==> config.mk <==
export PLATFORM = sky130hd
export DESIGN_NAME = rs_parity_enc
export DESIGN_NICKNAME = d
export VERILOG_FILES = /design/src/rtl/rs_enc_pkg.sv /design/src/rtl/rsp_gf_cmul.sv /design/src/rtl/rsp_lfsr.sv /design/src/rtl/rsp_ctrl.sv /design/src/rtl/rs_parity_enc.sv
export SDC_FILE = /design/constraint.sdc
export NUM_CORES = 1
export LEC_CHECK = 0
export ABC_AREA = 1
export BUFFER_PORTS_ARGS = -buffer_cell sky130_fd_sc_hd__clkbuf_2
export CORE_MARGIN = 4
export CORE_UTILIZATION = 60
export CTS_CLUSTER_DIAMETER = 100
export CTS_CLUSTER_SIZE = 12
export DETAILED_ROUTE_END_ITERATION = 10
export GPL_TIMING_DRIVEN = 0
export MAX_ROUTING_LAYER = met4
export PLACE_DENSITY = 0.9
export RECOVER_POWER = 25
export SLEW_MARGIN = 10
export SYNTH_ARGS = -nofsm -noshare
export SYNTH_HDL_FRONTEND = slang
export SYNTH_HIERARCHICAL = 1
export SYNTH_SLANG_ARGS = --single-unit
export TNS_END_PERCENT = 1
==> constraint.sdc <==
create_clock -name clk -period 3.6 [get_ports clk]
set_input_delay 0.18 -clock clk [delete_from_list [all_inputs] [get_ports clk]]
set_output_delay 0.18 -clock clk [all_outputs]
set_load 0.05 [all_outputs]
==> src/rtl/rs_enc_pkg.sv <==
package rs_enc_pkg;
    localparam int          SYM_W    = 8;
    localparam logic [7:0]  POLY_LOW = 8'h1D;

    typedef enum logic [1:0] {
        ST_IDLE   = 2'd0,
        ST_DATA   = 2'd1,
        ST_PAR_HI = 2'd2,
        ST_PAR_LO = 2'd3
    } enc_state_e;
endpackage

==> src/rtl/rsp_gf_cmul.sv <==
// Multiply a field element by a constant; unrolled shift-and-add.
module rsp_gf_cmul #(
    parameter int               SYM_W    = 8,
    parameter logic [SYM_W-1:0] POLY_LOW = 8'h1D,
    parameter logic [SYM_W-1:0] COEF     = 8'h03
) (
    input  logic [SYM_W-1:0] a,
    output logic [SYM_W-1:0] y
);
    always_comb begin
        logic [SYM_W-1:0] pw;
        logic [SYM_W-1:0] acc;
        pw  = a;
        acc = '0;
        for (int i = 0; i < SYM_W; i++) begin
            if (COEF[i]) acc = acc ^ pw;
            pw = {pw[SYM_W-2:0], 1'b0} ^ ({SYM_W{pw[SYM_W-1]}} & POLY_LOW);
        end
        y = acc;
    end
endmodule

==> src/rtl/rsp_lfsr.sv <==
// Two-register remainder divider for a degree-2 generator.
module rsp_lfsr #(
    parameter int               SYM_W    = 8,
    parameter logic [SYM_W-1:0] POLY_LOW = 8'h1D,
    parameter logic [SYM_W-1:0] G1       = 8'h03,
    parameter logic [SYM_W-1:0] G0       = 8'h02
) (
    input  logic             clk,
    input  logic             rst_n,
    input  logic             step,
    input  logic             restart,
    input  logic [SYM_W-1:0] din,
    output logic [SYM_W-1:0] rem_hi,
    output logic [SYM_W-1:0] rem_lo
);
    typedef struct packed {
        logic [SYM_W-1:0] hi;
        logic [SYM_W-1:0] lo;
    } rem_t;

    rem_t             rem_d, rem_q;
    logic [SYM_W-1:0] fb, fb_g1, fb_g0;

    // a restart byte divides into an empty remainder
    assign fb = din ^ (restart ? '0 : rem_q.hi);

    rsp_gf_cmul #(.SYM_W(SYM_W), .POLY_LOW(POLY_LOW), .COEF(G1))
        i_mul_g1 (.a(fb), .y(fb_g1));
    rsp_gf_cmul #(.SYM_W(SYM_W), .POLY_LOW(POLY_LOW), .COEF(G0))
        i_mul_g0 (.a(fb), .y(fb_g0));

    always_comb begin
        rem_d = rem_q;
        if (step) begin
            rem_d.hi = (restart ? '0 : rem_q.lo) ^ fb_g1;
            rem_d.lo = fb_g0;
        end
    end

    always_ff @(posedge clk or negedge rst_n) begin
        if (!rst_n) rem_q <= '0;
        else        rem_q <= rem_d;
    end

    assign rem_hi = rem_q.hi;
    assign rem_lo = rem_q.lo;
endmodule

==> src/rtl/rsp_ctrl.sv <==
// Codeword sequencer: byte count, length latch, check-beat timing.
module rsp_ctrl
    import rs_enc_pkg::*;
#(
    parameter int K_SHORT = 24,
    parameter int K_LONG  = 43
) (
    input  logic clk,
    input  logic rst_n,
    input  logic in_valid,
    input  logic in_sof,
    input  logic in_long,
    output logic in_ready,
    output logic step,
    output logic restart,
    output logic out_valid,
    output logic sel_lo,
    output logic out_last,
    output logic err
);
    localparam int K_MAX = (K_LONG > K_SHORT) ? K_LONG : K_SHORT;
    localparam int CNT_W = $clog2(K_MAX + 1);
    localparam logic [CNT_W-1:0] LAST_SHORT = CNT_W'(K_SHORT - 1);
    localparam logic [CNT_W-1:0] LAST_LONG  = CNT_W'(K_LONG - 1);

    typedef struct packed {
        enc_state_e       st;
        logic [CNT_W-1:0] cnt;
        logic             lng;
        logic             err;
    } ctl_t;

    ctl_t ctl_d, ctl_q;
    logic accept;
    logic [CNT_W-1:0] last_idx;

    assign in_ready = (ctl_q.st == ST_IDLE) || (ctl_q.st == ST_DATA);
    assign accept   = in_valid && in_ready;
    assign last_idx = ctl_q.lng ? LAST_LONG : LAST_SHORT;

    always_comb begin
        ctl_d     = ctl_q;
        ctl_d.err = 1'b0;
        step      = 1'b0;
        restart   = 1'b0;
        unique case (ctl_q.st)
            ST_IDLE: begin
                if (accept && in_sof) begin
                    step      = 1'b1;
                    restart   = 1'b1;
                    ctl_d.st  = ST_DATA;
                    ctl_d.cnt = CNT_W'(1);
                    ctl_d.lng = in_long;
                end
            end
            ST_DATA: begin
                if (accept) begin
                    step = 1'b1;
                    if (in_sof) begin
                        restart   = 1'b1;
                        ctl_d.err = 1'b1;
                        ctl_d.cnt = CNT_W'(1);
                        ctl_d.lng = in_long;
                    end else if (ctl_q.cnt == last_idx) begin
                        ctl_d.st  = ST_PAR_HI;
                        ctl_d.cnt = '0;
                    end else begin
                        ctl_d.cnt = ctl_q.cnt + CNT_W'(1);
                    end
                end
            end
            ST_PAR_HI: ctl_d.st = ST_PAR_LO;
            ST_PAR_LO: ctl_d.st = ST_IDLE;
            default:   ctl_d.st = ST_IDLE;
        endcase
    end

    always_ff @(posedge clk or negedge rst_n) begin
        if (!rst_n) ctl_q <= '{st: ST_IDLE, cnt: '0, lng: 1'b0, err: 1'b0};
        else        ctl_q <= ctl_d;
    end

    assign out_valid = (ctl_q.st == ST_PAR_HI) || (ctl_q.st == ST_PAR_LO);
    assign sel_lo    = (ctl_q.st == ST_PAR_LO);
    assign out_last  = sel_lo;
    assign err       = ctl_q.err;
endmodule

==> src/rtl/rs_parity_enc.sv <==
module rs_parity_enc #(
    parameter int         SYM_W    = 8,
    parameter logic [7:0] POLY_LOW = 8'h1D,
    parameter int         K_SHORT  = 24,
    parameter int         K_LONG   = 43
) (
    input  logic             clk,
    input  logic             rst_n,
    input  logic             in_valid,
    output logic             in_ready,
    input  logic             in_sof,
    input  logic             in_long,
    input  logic [SYM_W-1:0] in_data,
    output logic             out_valid,
    output logic [SYM_W-1:0] out_data,
    output logic             out_last,
    output logic             err_restart
);
    // g(x) = (x + 1)(x + alpha): linear term 1 ^ alpha, constant alpha
    localparam logic [SYM_W-1:0] ALPHA = SYM_W'(2);
    localparam logic [SYM_W-1:0] G1    = ALPHA ^ SYM_W'(1);
    localparam logic [SYM_W-1:0] G0    = ALPHA;
    localparam logic [SYM_W-1:0] POLY  = POLY_LOW[SYM_W-1:0];

    logic             step, restart, sel_lo;
    logic [SYM_W-1:0] rem_hi, rem_lo;

    rsp_ctrl #(.K_SHORT(K_SHORT), .K_LONG(K_LONG)) i_ctrl (
        .clk      (clk),
        .rst_n    (rst_n),
        .in_valid (in_valid),
        .in_sof   (in_sof),
        .in_long  (in_long),
        .in_ready (in_ready),
        .step     (step),
        .restart  (restart),
        .out_valid(out_valid),
        .sel_lo   (sel_lo),
        .out_last (out_last),
        .err      (err_restart)
    );

    rsp_lfsr #(.SYM_W(SYM_W), .POLY_LOW(POLY), .G1(G1), .G0(G0)) i_lfsr (
        .clk    (clk),
        .rst_n  (rst_n),
        .step   (step),
        .restart(restart),
        .din    (in_data),
        .rem_hi (rem_hi),
        .rem_lo (rem_lo)
    );

    assign out_data = !out_valid ? '0 : (sel_lo ? rem_lo : rem_hi);
endmodule

==> flow_summary.json <==
{
  "status": "finished clean",
  "diodes": 0,
  "max_stage_delay_ns": 0.49,
  "power.leakage_uw": 0.00124,
  "fp.coreArea_mm2": 0.00308,
  "ys_warn_count": 6,
  "cts.sinks": 26,
  "syn_area_mm2": 0.00195,
  "swShare": 0.419,
  "drtAntennaViolNets": 0,
  "reg2regPathDepth": 15,
  "io_pins": 25,
  "powerDensity_mw_per_mm2": 597,
  "dpl.hpwl_um": 3010,
  "p_int_uw": 760,
  "drt_first_pass_iters": 4,
  "synth-seq-area-share": 0.333,
  "cp.required_ns": 3.82,
  "min_period_ns": 2.43,
  "cp_slowest_cell": "xnor2_1",
  "pwr-share-clk": 0.153,
  "met2_usage": 0.375,
  "crit_arrival_ns": 2.66,
  "via_per_inst": 4.94,
  "cp_max_fo": 10,
  "routed_wire_length_per_instance_um": 11.5,
  "port-buffer-count": 24,
  "max_clock_freq_mhz": 411,
  "fin_nets": 329,
  "syn_nets": 299,
  "setup_tns_ns": 0,
  "netlist_instances": 285,
  "drt_wl_total_um": 4120,
  "place_area_mm2": 0.00213,
  "maxCapViolations": 0,
  "layout_common_cells": "nand2_1 (113), inv_1 (33), nand3_1 (28)",
  "setup_violations": 0,
  "clock_path_buffers": 2,
  "finalCritPeriodShare": 0.675,
  "yosys.area.top_type": "dfrtp_1",
  "grt_max_degree": 27,
  "p_seq_frac": 0.362,
  "grt_pass1_vias": 1668,
  "syn_to_final_growth_pct": 12.1,
  "cts_made_buffers": 3,
  "via_count": 1767,
  "p_switching_uw": 547,
  "fin_cells": 358,
  "cp_top_family": "buffers and inverters",
  "startpoint_type": "flop",
  "antenna_found_initial": 0,
  "die-area_mm2": 0.00423,
  "pwr-share-comb": 0.485,
  "grtUsageMet1": 0.276,
  "worstSetupPathType": "flop to flop",
  "rsz0062_at_grt": "false",
  "worstSkewPairLatency_ns": 0.32,
  "crit_buf_inv": 6,
  "met3_usage": 0.0225,
  "die_y_um": 65.0,
  "layout_commonest_cell": "nand2_1",
  "synth_area_per_cell_um2": 6.85,
  "grt-busiest-layer": "met2",
  "place_inst": 353,
  "rows": 20,
  "skew_ns": 0.00749,
  "path_depth": 15,
  "initial_core_util": 0.634,
  "cp_cell_sequence": "inv_2 -> nand3_1 -> inv_1 -> inv_2 -> buf_6 -> nand2_1 -> xnor2_1 -> buf_6 -> inv_4 -> nand2_1 -> nand3_1 -> nand2_1 -> nand3_1 -> nand3_1 -> nand2_1",
  "synth.top_cell.area_share": 0.333,
  "tightestPinTransition_ns": 1.39,
  "cp-end-kind": "flop",
  "clk_pin_slew_ns": 0.15,
  "drive_gt1_frac": 0.217,
  "cts_max_level": 1,
  "cts_setup_buffers": 0,
  "die_w_um": 65.0,
  "globalplace.congestion": 0.846,
  "relSlewSlack": 0.0713,
  "min_path_type": "input port to flop",
  "whs_path_depth": 3,
  "hold_viol": 0,
  "drc": 0,
  "root_buffer": "clkbuf_4",
  "drt_iter0_markers": 123,
  "overflow": 0,
  "synthTopCellsByArea": "dfrtp_1 (33%), nand2_1 (22%), nand3_1 (7.2%)",
  "slew_viol_final": 0,
  "ys_types": 23,
  "ir_worst_vdd_mv": 0.353,
  "grt_usage": 0.221,
  "cts_tree": "yes",
  "ys_ff_latch": 26,
  "finalInstanceArea_mm2": 0.00219,
  "grt_pass1_wl_um": 7260
}
## registers in the layout (all words and copies together) (netlist names), named ones only
register	count
i_lfsr/rem_lo	8
i_ctrl/err	1
i_lfsr/rem_hi	8
i_ctrl/ctl_q	8
## kinds of logic (layout without fill, tap and decap cells)
logic type | after synthesis | after routing | synth area share
and+or+nand+nor | 181 | 181 | 0.407
buffers and inverters | 55 | 84 | 0.156
DFF | 26 | 26 | 0.333
xor gates and xnor gates | 16 | 16 | 0.0718
AOI/OAI and AO/OA | 6 | 6 | 0.0250
adders and majority gates | 1 | 1 | 0.00641
## layout make-up
| cell class | count | area (µm²) |
|---|---|---|
| Clock inverter | 1 | 30.0 |
| Tap cell | 44 | 55.1 |
| Multi-Input combinational cell | 204 | 996 |
| Inverter | 39 | 151 |
| Sequential cell | 26 | 651 |
| Buffer | 16 | 154 |
| Clock buffer | 3 | 22.5 |
| Timing Repair Buffer | 25 | 129 |
| Fill cell | 281 | 890 |
## path summary, 6_finish.rpt
kind	startpoint	to	slack (ns)
worst max-delay path	flop	i_lfsr/rem_hi[3]	1.17
worst min-delay path	in_long	i_ctrl/ctl_q[1]	0.05
worst max register to register	flop	i_lfsr/rem_hi[3]	1.17
worst min register to register	i_lfsr/rem_hi[7]	i_lfsr/rem_hi[7]	0.53
max in group asynchronous	rst_n	i_lfsr/rem_lo[4]	2.09
min in group asynchronous	rst_n	i_ctrl/err	0.69
## routing by layer
layer / wire [µm] / up-vias
met5: 0 / -
met4: 57 / 0
met3: 215 / 8
met2: 2060 / 47
met1: 1780 / 804
li1: - / 908
## stage by stage
stage / util / worst slack (ns) / hold slack (ns) / power, µW
2_1_floorplan: - / 1.46 / -0.116 / 981
5_1_grt: 0.711 / 0.927 / 0.0440 / 1440
4_1_cts: 0.711 / 1.20 / 0.0494 / 1310
3_3_place_gp: 0.691 / 1.28 / 0.235 / 1070
6_report: 0.711 / 1.17 / 0.0516 / 1310
3_5_place_dp: 0.691 / 1.26 / 0.242 / 1100
## worst register-to-register path, delay by kind of cell (launching register included)
kind	cells	cell delay [ns]
XOR/XNOR	1	0.49
flip-flops	1	0.42
AND/OR/NAND/NOR	8	0.68
buffers and inverters	6	0.75
## cell usage after synthesis
| cell type | instances |
|---|---|
| nand2_4 | 2 |
| o21ai_2 | 4 |
| nand3_1 | 28 |
| nand3_2 | 4 |
| nand3b_1 | 1 |
| nor2_2 | 1 |
| buf_6 | 6 |
| a21oi_2 | 1 |
| buf_4 | 7 |
| inv_1 | 33 |
| o21ai_0 | 1 |
| ha_1 | 1 |
| buf_8 | 2 |
| xor2_1 | 7 |
| inv_4 | 2 |
| nor2_1 | 24 |
| dfrtp_1 | 26 |
| xnor2_1 | 9 |
| nand2_2 | 7 |
| clkbuf_1 | 1 |
| nand2_1 | 113 |
| nor2_8 | 1 |
| inv_2 | 4 |
## repair_timing
item,in CTS,in global routing
hold buffers,1,0
hold endpoints to repair,26,0
gates resized for setup,0,0
endpoints found under the setup margin,0,0
## power by group through the flow
stage | Sequential (µW) | Clock (µW) | Combinational [µW]
2_1_floorplan | 457 | 0 | 523
3_3_place_gp | 472 | 0 | 593
3_5_place_dp | 478 | 0 | 622
4_1_cts | 471 | 205 | 633
5_1_grt | 485 | 220 | 735
6_report | 473 | 200 | 634
Power figures use the tool's default switching activity.
